`src/rtl/intc_pkg.sv`:
```
package intc_pkg;
    typedef enum logic [1:0] {
        ISV_NONE = 2'd0,
        ISV_LOW  = 2'd1,
        ISV_HIGH = 2'd2,
        ISV_NEST = 2'd3
    } isv_state_e;
endpackage

```
`src/rtl/intc_pend.sv`:
```
module intc_pend #(
    parameter int N_SRC = 5,
    localparam int IDX_W = $clog2(N_SRC),
    localparam int SER_IDX = N_SRC - 1
) (
    input  logic             clk,
    input  logic             rst_n,
    input  logic [N_SRC-2:0] hw_set,
    input  logic             ser_rx_set,
    input  logic             ser_tx_set,
    input  logic             ser_clr,
    input  logic             take,
    input  logic [IDX_W-1:0] take_idx,
    output logic [N_SRC-1:0] pend
);
    for (genvar i = 0; i < N_SRC; i++) begin : g_src
        if (i == SER_IDX) begin : g_ser
            logic rx_q, tx_q;
            always_ff @(posedge clk) begin
                if (!rst_n) begin
                    rx_q <= 1'b0;
                    tx_q <= 1'b0;
                end else if (ser_clr) begin
                    rx_q <= 1'b0;
                    tx_q <= 1'b0;
                end else begin
                    if (ser_rx_set) rx_q <= 1'b1;
                    if (ser_tx_set) tx_q <= 1'b1;
                end
            end
            assign pend[i] = rx_q | tx_q;

            // taking the serial request leaves its flag alone
            a_r6_serial_kept: assert property (@(posedge clk) disable iff (!rst_n)
                (pend[i] && !ser_clr) |=> pend[i]);
        end else begin : g_hw
            logic flag_q;
            logic hit;
            assign hit = take && (take_idx == IDX_W'(i));
            always_ff @(posedge clk) begin
                if (!rst_n)          flag_q <= 1'b0;
                else if (hw_set[i])  flag_q <= 1'b1;
                else if (hit)        flag_q <= 1'b0;
            end
            assign pend[i] = flag_q;

            // acceptance clears a timer or external flag
            a_r6_hw_cleared: assert property (@(posedge clk) disable iff (!rst_n)
                (hit && !hw_set[i]) |=> !pend[i]);
        end
    end
endmodule

```
`src/rtl/intc_arb.sv`:
```
module intc_arb #(
    parameter int N_SRC = 5,
    parameter int VEC_W = 16,
    parameter logic [VEC_W-1:0] VEC_BASE = 16'h0003,
    parameter int VEC_STRIDE = 8,
    localparam int IDX_W = $clog2(N_SRC)
) (
    input  logic [N_SRC-1:0] pend,
    input  logic [N_SRC-1:0] src_en,
    input  logic             glb_en,
    input  logic [N_SRC-1:0] lvl_hi,
    output logic             win_vld,
    output logic             win_hi,
    output logic [IDX_W-1:0] win_idx,
    output logic [VEC_W-1:0] win_vec
);
    logic [N_SRC-1:0] live, hi_req, lo_req, pick;

    always_comb begin
        live    = pend & src_en & {N_SRC{glb_en}};
        hi_req  = live & lvl_hi;
        lo_req  = live & ~lvl_hi;
        win_hi  = |hi_req;
        pick    = win_hi ? hi_req : lo_req;
        win_vld = |pick;
        win_idx = '0;
        for (int i = N_SRC - 1; i >= 0; i--) begin
            if (pick[i]) win_idx = IDX_W'(i);
        end
        win_vec = VEC_BASE + VEC_W'(VEC_STRIDE) * VEC_W'(win_idx);
    end
endmodule

```
`src/rtl/intc_isv.sv`:
```
module intc_isv
    import intc_pkg::*;
(
    input  logic clk,
    input  logic rst_n,
    input  logic take,
    input  logic take_hi,
    input  logic ret,
    output logic allow_hi,
    output logic allow_lo,
    output logic isv_hi,
    output logic isv_lo
);
    isv_state_e state_q, state_d;

    always_ff @(posedge clk) begin
        if (!rst_n) state_q <= ISV_NONE;
        else        state_q <= state_d;
    end

    always_comb begin
        state_d = state_q;
        unique case (state_q)
            ISV_NONE: if (take)                state_d = take_hi ? ISV_HIGH : ISV_LOW;
            ISV_LOW:  if (ret)                 state_d = ISV_NONE;
                      else if (take && take_hi) state_d = ISV_NEST;
            ISV_HIGH: if (ret)                 state_d = ISV_NONE;
            ISV_NEST: if (ret)                 state_d = ISV_LOW;
        endcase
    end

    always_comb begin
        allow_hi = 1'b0;
        allow_lo = 1'b0;
        isv_hi   = 1'b0;
        isv_lo   = 1'b0;
        unique case (state_q)
            ISV_NONE: begin allow_hi = 1'b1; allow_lo = 1'b1; end
            ISV_LOW:  begin allow_hi = 1'b1; isv_lo = 1'b1; end
            ISV_HIGH: isv_hi = 1'b1;
            ISV_NEST: begin isv_hi = 1'b1; isv_lo = 1'b1; end
        endcase
    end

    // return from a nested high handler falls back to the low one
    a_r9_nest_ret_low: assert property (@(posedge clk) disable iff (!rst_n)
        (isv_hi && isv_lo && ret) |=> (isv_lo && !isv_hi));
    // return from a lone high handler leaves nothing in service
    a_r9_high_ret_none: assert property (@(posedge clk) disable iff (!rst_n)
        (isv_hi && !isv_lo && ret) |=> (!isv_hi && !isv_lo));
    // a low handler can only be stacked on by a high one
    a_r7_low_no_low_take: assert property (@(posedge clk) disable iff (!rst_n)
        (isv_lo && !isv_hi && take && !ret) |-> take_hi);
endmodule

```
`src/rtl/intc_two_level.sv`:
```
module intc_two_level #(
    parameter int N_SRC = 5,
    parameter int REG_W = 8,
    parameter int GLB_BIT = 7,
    parameter int VEC_W = 16,
    parameter logic [VEC_W-1:0] VEC_BASE = 16'h0003,
    parameter int VEC_STRIDE = 8
) (
    input  logic             clk,
    input  logic             rst_n,
    input  logic             en_we,
    input  logic [REG_W-1:0] en_wdata,
    input  logic             pri_we,
    input  logic [REG_W-1:0] pri_wdata,
    input  logic             ext0_set,
    input  logic             tmr0_set,
    input  logic             ext1_set,
    input  logic             tmr1_set,
    input  logic             ser_rx_set,
    input  logic             ser_tx_set,
    input  logic             ser_clr,
    input  logic             irq_ack,
    input  logic             irq_ret,
    output logic             irq_req,
    output logic [VEC_W-1:0] irq_vec
);
    localparam int IDX_W = $clog2(N_SRC);

    logic [REG_W-1:0] en_q, pri_q;
    logic [N_SRC-1:0] pend;
    logic             win_vld, win_hi;
    logic [IDX_W-1:0] win_idx;
    logic             allow_hi, allow_lo, isv_hi, isv_lo;
    logic             take;

    always_ff @(posedge clk) begin
        if (!rst_n) begin
            en_q  <= '0;
            pri_q <= '0;
        end else begin
            if (en_we)  en_q  <= en_wdata;
            if (pri_we) pri_q <= pri_wdata;
        end
    end

    logic unused_reg_bits;
    assign unused_reg_bits = ^{pri_q[REG_W-1:N_SRC], en_q[REG_W-1:N_SRC]};

    intc_pend #(.N_SRC(N_SRC)) u_pend (
        .clk        (clk),
        .rst_n      (rst_n),
        .hw_set     ({tmr1_set, ext1_set, tmr0_set, ext0_set}),
        .ser_rx_set (ser_rx_set),
        .ser_tx_set (ser_tx_set),
        .ser_clr    (ser_clr),
        .take       (take),
        .take_idx   (win_idx),
        .pend       (pend)
    );

    intc_arb #(
        .N_SRC(N_SRC), .VEC_W(VEC_W), .VEC_BASE(VEC_BASE), .VEC_STRIDE(VEC_STRIDE)
    ) u_arb (
        .pend    (pend),
        .src_en  (en_q[N_SRC-1:0]),
        .glb_en  (en_q[GLB_BIT]),
        .lvl_hi  (pri_q[N_SRC-1:0]),
        .win_vld (win_vld),
        .win_hi  (win_hi),
        .win_idx (win_idx),
        .win_vec (irq_vec)
    );

    assign irq_req = win_vld && (win_hi ? allow_hi : allow_lo);
    assign take    = irq_ack && irq_req && !irq_ret;

    intc_isv u_isv (
        .clk      (clk),
        .rst_n    (rst_n),
        .take     (take),
        .take_hi  (win_hi),
        .ret      (irq_ret),
        .allow_hi (allow_hi),
        .allow_lo (allow_lo),
        .isv_hi   (isv_hi),
        .isv_lo   (isv_lo)
    );

    // global enable off means no request
    a_r1_global_off_quiet: assert property (@(posedge clk) disable iff (!rst_n)
        !en_q[GLB_BIT] |-> !irq_req);
    // a high handler in service blocks every request
    a_r8_high_blocks_all: assert property (@(posedge clk) disable iff (!rst_n)
        isv_hi |-> !irq_req);
    // under a low handler only high-level requests are shown
    a_r7_low_shows_high: assert property (@(posedge clk) disable iff (!rst_n)
        (isv_lo && irq_req) |-> win_hi);
    // presented vectors sit on the stride grid above the base
    a_r5_vec_grid: assert property (@(posedge clk) disable iff (!rst_n)
        irq_req |-> (((irq_vec - VEC_BASE) % VEC_W'(VEC_STRIDE)) == '0));
endmodule

```
`config.mk`:
```
export PLATFORM = sky130hd
export DESIGN_NAME = intc_two_level
export DESIGN_NICKNAME = d
export VERILOG_FILES = /design/src/rtl/intc_pkg.sv /design/src/rtl/intc_pend.sv /design/src/rtl/intc_arb.sv /design/src/rtl/intc_isv.sv /design/src/rtl/intc_two_level.sv
export SDC_FILE = /design/constraint.sdc
export NUM_CORES = 1
export LEC_CHECK = 0
export BUFFER_PORTS_ARGS = -buffer_cell sky130_fd_sc_hd__buf_2
export CAP_MARGIN = 10
export CORE_UTILIZATION = 40
export CTS_BUF_LIST = sky130_fd_sc_hd__clkbuf_2 sky130_fd_sc_hd__clkbuf_4 sky130_fd_sc_hd__clkbuf_8
export DETAILED_ROUTE_END_ITERATION = 8
export HOLD_SLACK_MARGIN = 0.03
export PLACE_DENSITY_LB_ADDON = 0.12
export SETUP_SLACK_MARGIN = 0.1
export SLEW_MARGIN = 10
export SYNTH_ARGS = -nofsm -noshare
export SYNTH_HDL_FRONTEND = slang
export SYNTH_SLANG_ARGS = --single-unit
```
`constraint.sdc`:
```
create_clock -name clk -period 2.13 [get_ports clk]
set_input_delay 0.426 -clock clk [delete_from_list [all_inputs] [get_ports clk]]
set_output_delay 0.426 -clock clk [all_outputs]
set_load 0.01 [all_outputs]
```
---- Word-level counts from Yosys, hierarchy flattened ----
Cells that the tools add are included.
storage, ports and cells
  flip-flop bits (word level) ............. 21
operators by class
  add/sub/neg operators ................... 1
  eq/ne operators ......................... 10
  multiplexer cells ....................... 24
  bitwise logic cells ..................... 7
  reductions and logical operators ........ 20
operators with widths
  kind                                                                    number
  5-bit AND                                                               4
  3-bit two-way mux                                                       5
  2-bit two-way mux                                                       6
  1-bit two-way mux                                                       11
  5-bit OR reduction                                                      2
  1-bit logical AND                                                       8
  2-bit one-hot mux with 4 select lines                                   1
  2-bit nonzero test                                                      4
  2-bit by 6-bit adder with 7-bit output (first input constant)           1
  3-bit by 2-bit equality test with 1-bit output (second input constant)  2
  5-bit two-way mux                                                       1
  5-bit NOT                                                               1
  2-bit equality test (second input constant)                             2
  2-bit != test (second input constant)                                   2
  4-bit AND reduction                                                     1
  2-bit OR reduction                                                      2
  3-bit by 1-bit equality test with 1-bit output (second input constant)  1
  3-bit zero test                                                         1
  3-bit by 2-bit != test with 1-bit output (second input constant)        1
  2-bit by 1-bit equality test with 1-bit output (second input constant)  1
  2-bit zero test                                                         1
  2-bit by 1-bit != test with 1-bit output (second input constant)        1
  1-bit zero test                                                         1
  1-bit NOT                                                               1
  1-bit bitwise OR                                                        1

---- Logic depth before layout (Yosys ltp) ----
  depth in word-level cells ............... 15
  mapped depth ............................ 7
  depth with buffers taken out ............ 6

---- By module ----
A second synthesis with hierarchy kept.
unflattened totals
  cells, all modules ...................... 128
  area, all modules ....................... 1169.9 µm²
by module, submodules not included
  module          times used  cells each  area each (µm²)  seq. area each (µm²)
  intc_two_level  1           39          449.2            220.2
  intc_arb        1           47          370.4            0.0
  intc_pend       1           30          251.5            120.1
  intc_isv        1           12          98.8             40.0

---- Least setup slack after synthesis ----
OpenSTA, ideal clock, no wires.
  path kind ............................... flip-flop to output port
  start ................................... register en_q[7]
  end ..................................... output port irq_req
  data arrival time ....................... 1421 ps
  path slack .............................. 283 ps
  cell stages (with the launch flop) ...... 7
  path buffers ............................ 1
  cell sequence ........................... dfxtp_1 > buf_6 > nand3_1 > o21bai_1 > o22ai_1 > a211oi_1 > a211oi_1
between the ends
  word-level cells in the longest chain between the ends .. 6
  elaborated cells between the ends (all ways) .. 8
  those cells by class .................... mux (2); bitwise (3); reduce/logical (3)
RTL lines
  item                    line                  RTL
  from (decl)             intc_two_level.sv:29  logic [REG_W-1:0] en_q, pri_q;
  from (signal assigned)  intc_two_level.sv:41  if (en_we) en_q <= en_wdata;
  5-bit AND (*)           intc_arb.sv:20        live = pend & src_en & {N_SRC{glb_en}};
  5-bit AND               intc_arb.sv:21        hi_req = live & lvl_hi;
  5-bit OR reduction      intc_arb.sv:23        win_hi = |hi_req;
  5-bit two-way mux       intc_arb.sv:24        pick = win_hi ? hi_req : lo_req;
  5-bit OR reduction      intc_arb.sv:25        win_vld = |pick;
  1-bit logical AND (*)   intc_two_level.sv:74  assign irq_req = win_vld && (win_hi ? allow_hi : allow_lo);
  to (decl)               intc_two_level.sv:24  output logic irq_req,
Mark *: on every way between the ends. The rest lies on a longest branch, timed or not.

---- Worst setup path after layout ----
  start ................................... register pri_q[0]
  end ..................................... output port irq_vec[5]
between the ends
  word-level cells in the longest chain between the ends .. 9
  elaborated cells between the ends (all ways) .. 11
  those cells by class .................... add/sub (1); mux (6); bitwise (3); reduce/logical (1)
RTL lines
  item                                        line                  RTL
  from (decl)                                 intc_two_level.sv:29
  from (signal assigned)                      intc_two_level.sv:42  if (pri_we) pri_q <= pri_wdata;
  5-bit AND                                   intc_arb.sv:21
  5-bit OR reduction                          intc_arb.sv:23
  5-bit two-way mux (*)                       intc_arb.sv:24
  3-bit two-way mux (4 in a row)              intc_arb.sv:28        if (pick[i]) win_idx = IDX_W'(i);
  3-bit two-way mux (*)                       intc_arb.sv:28
  2-bit by 6-bit adder with 7-bit output (*)  intc_arb.sv:30        win_vec = VEC_BASE + VEC_W'(VEC_STRIDE) * VEC_W'(win_idx);
  to (decl)                                   intc_two_level.sv:25  output logic [VEC_W-1:0] irq_vec
Marked as above.

==> flow_summary_export.csv <==
group,metric,value,unit
worst_setup_path,r2r_slack,0.27,ns
yosys,synthTopCellsByArea,"dfxtp_1, mux2i_1, buf_4, nor2b_1, nor2_1",
global_route,overflow,0,
worst_hold_path,hold_depth,2,
placement,place_ws,0.120,ns
worst_setup_path,cp_cell_sequence,"nand4_1 > buf_4 > a31oi_1 > o22ai_2 > buf_6 > nor3_4 > buf_2",
finish,antenna_cells,0,
placement,portBuffers,27,
timing,period_share,1.02,
yosys,synth_cells,124,
worst_setup_path,crit_fanout,4,
clock_network,tritoncts,"built",
power_and_ir_drop,peakVddDrop,0.349,mV
worst_setup_path,critPathArrivalTime,1.74,ns
yosys,synth.cell_area,1090,µm²
global_route,grt_pass1_wl,3890,µm
worst_setup_path,crit_start,"pri_q[0]",
worst_setup_path,worstReg2RegEnd,"u_pend.g_src[0].g_hw.flag_q",
placement,hpwl,1760,µm
clock_network,root_buffer,"clkbuf_4",
die,die_y,54.3,µm
outcome,violations,"setup timing",
yosys,yosysTopAreaCell,"dfxtp_1",
clock_network,cts_buffer_depth,2,
power_and_ir_drop,power_leakage,0.659,nW
timing,final_max_slew_viol_count,0,
timing,hold_viol,0,
routing,postRouteAntennaNets,0,
finish,drive_gt1_frac,0.354,
finish,nNetsFinal,191,
die,start_util,0.434,
timing,max_freq,462,MHz
yosys,yosys.area.top_type_share,0.347,
routing,drt-initial-drc-count,22,
worst_setup_path,cp.buffers_inverters,3,
yosys,yosysWarnings,0,
global_route,antenna_found_initial,0,
worst_setup_path,setup.worst_path.end_class,"primary output",
timing,holdWs,0.301,ns
clock_network,cts_buffers,3,
worst_hold_path,hold_end,"u_isv.state_q[1]",
timing,finalSetupViolCount,3,
worst_setup_path,cp_top_family,"buffers and inverters",
die,die_w,54.3,µm
finish,final_cell_mix,"buf_2, dfxtp_1, conb_1, nor2b_1, nor2_1",
timing,fin_ws,-0.0355,ns
clock_network,cts_hold_buf,0,
timing,finalClockSkew,0.00301,ns
clock_network,clkLatencyLatePin,0.30,ns
die,die-area,2950,µm²
worst_hold_path,min_path_type,"input pin to flip-flop",
worst_setup_path,worst_setup_path_start_kind,"flip-flop",
die,placeableCoreArea,2520,µm²
die,design.portCount,46,
worst_setup_path,cp.required,1.70,ns
power_and_ir_drop,p_total,0.692,mW
worst_setup_path,r2r_start,"en_q[7]",
timing,finalSetupTns,-0.0697,ns
worst_hold_path,hp-start,"irq_ret",
timing,rsz0062_at_grt,"yes",
yosys,yosysSeqAreaShare,0.347,
timing,post-route-min-period,2.17,ns
yosys,postSynthAreaPerCell,8.83,µm²
worst_setup_path,reg2reg_depth,8,
finish,n_fill_cell,256,
routing,num_vias,980,
routing,avgRoutedWirePerCell,12.5,µm
routing,route.detailed.drc,0,
clock_network,path_clk_slew,0.11,ns
finish,final_common_cell,"buf_2",
clock_network,cts_max_level,1,
power_and_ir_drop,power.density,509,nW/µm²
finish,area_growth,24.0,%
yosys,synth_enable_flop_cells,0,
yosys,async_reset_ff_frac,0,
yosys,ys_types,36,
global_route,grt_max_degree,19,
yosys,synth_seq_cells,19,
placement,placed_cell_area,1250,µm²
routing,firstDrtPassIters,4,
clock_network,cts_num_sinks,19,
routing,via_per_inst,5.13,
finish,stdcell_area,1360,µm²
worst_setup_path,cp_slowest_cell,"dfxtp_2",
placement,routabilityCongestion,0.791,
global_route,grt.total_usage,0.185,
job,maxCapViolCount,0,
yosys,ys.flop_type,"dfxtp_1",
routing,routed_wl,2390,µm
global_route,grt_pass1_vias,923,
die,rows,18,
worst_setup_path,slowest_delay,0.38,ns
worst_setup_path,crit_type,"flip-flop to primary output",
outcome,status,"finished with violations",
## report_power, final
part / leakage [nW] / total, mW / internal (mW) / switching [mW]
clock: 0.0177 / 0.188 / 0.0701 / 0.118
combinational: 0.482 / 0.105 / 0.0529 / 0.0524
sequential: 0.159 / 0.398 / 0.376 / 0.0219
## cell type report
class | instances | area, µm² | area share
Tap cell | 30 | 37.5 | 0.0276
Clock inverter | 1 | 5.00 | 0.00369
Timing Repair Buffer | 39 | 241 | 0.178
Sequential cell | 19 | 389 | 0.287
Clock buffer | 3 | 22.5 | 0.0166
Inverter | 1 | 3.75 | 0.00276
Multi-Input combinational cell | 98 | 658 | 0.485
## sequential cells by signal, indices dropped and copies added, names as in the netlist
| name | cells |
|---|---|
| pri_q | 5 |
| u_pend.g_src.g_hw.flag_q | 4 |
| u_pend.g_src.g_ser.rx_q | 1 |
| u_isv.state_q | 2 |
| u_pend.g_src.g_ser.tx_q | 1 |
| en_q | 6 |
## metrics by stage
| step | util | instances |
|---|---|---|
| after floorplan | - | 135 |
| after global routing | 0.538 | 191 |
| after CTS | 0.528 | 189 |
| after detailed placement | 0.497 | 182 |
| final | 0.538 | 191 |
| after global placement | 0.497 | 182 |
## per-layer routing
layer | global-route usage | part of all wire
met5 | 0 | 0
met4 | 0.0769 | 0.013
met3 | 0.0278 | 0.043
met2 | 0.327 | 0.48
met1 | 0.218 | 0.47
## how the worst max path moves through the flow
stage / to / cells past startpoint
floorplan: irq_req / 6
global placement: irq_req / 7
detailed placement: irq_req / 7
CTS: irq_vec[5] / 7
global route: irq_vec[3] / 8
finish: irq_vec[5] / 7
## synthesized netlist by cell type, drive strengths merged (2+ instances only)
cell / number
a211oi: 3
and2: 2
nand3: 5
o21ai: 5
clkbuf: 3
nor2b: 12
nand2: 4
nand4: 5
nor3: 3
a31oi: 3
o211a: 2
dfxtp: 19
buf: 14
nor2: 12
conb: 2
mux2i: 11
a21oi: 4
## cells by family after synthesis
logic type,share of synthesized area
multiplexers,0.101
buffers and inverters,0.113
flip-flops,0.347
other,0.00686
AND/OR/NAND/NOR,0.257
AO/OA/AOI/OAI,0.175
## repair_timing
action	CTS	global route
pin swaps	5	5
gates cloned	0	0
buffers inserted	3	2
endpoints found under the setup margin	4	4
resized for setup	11	2
Power figures use the tool's default switching activity.
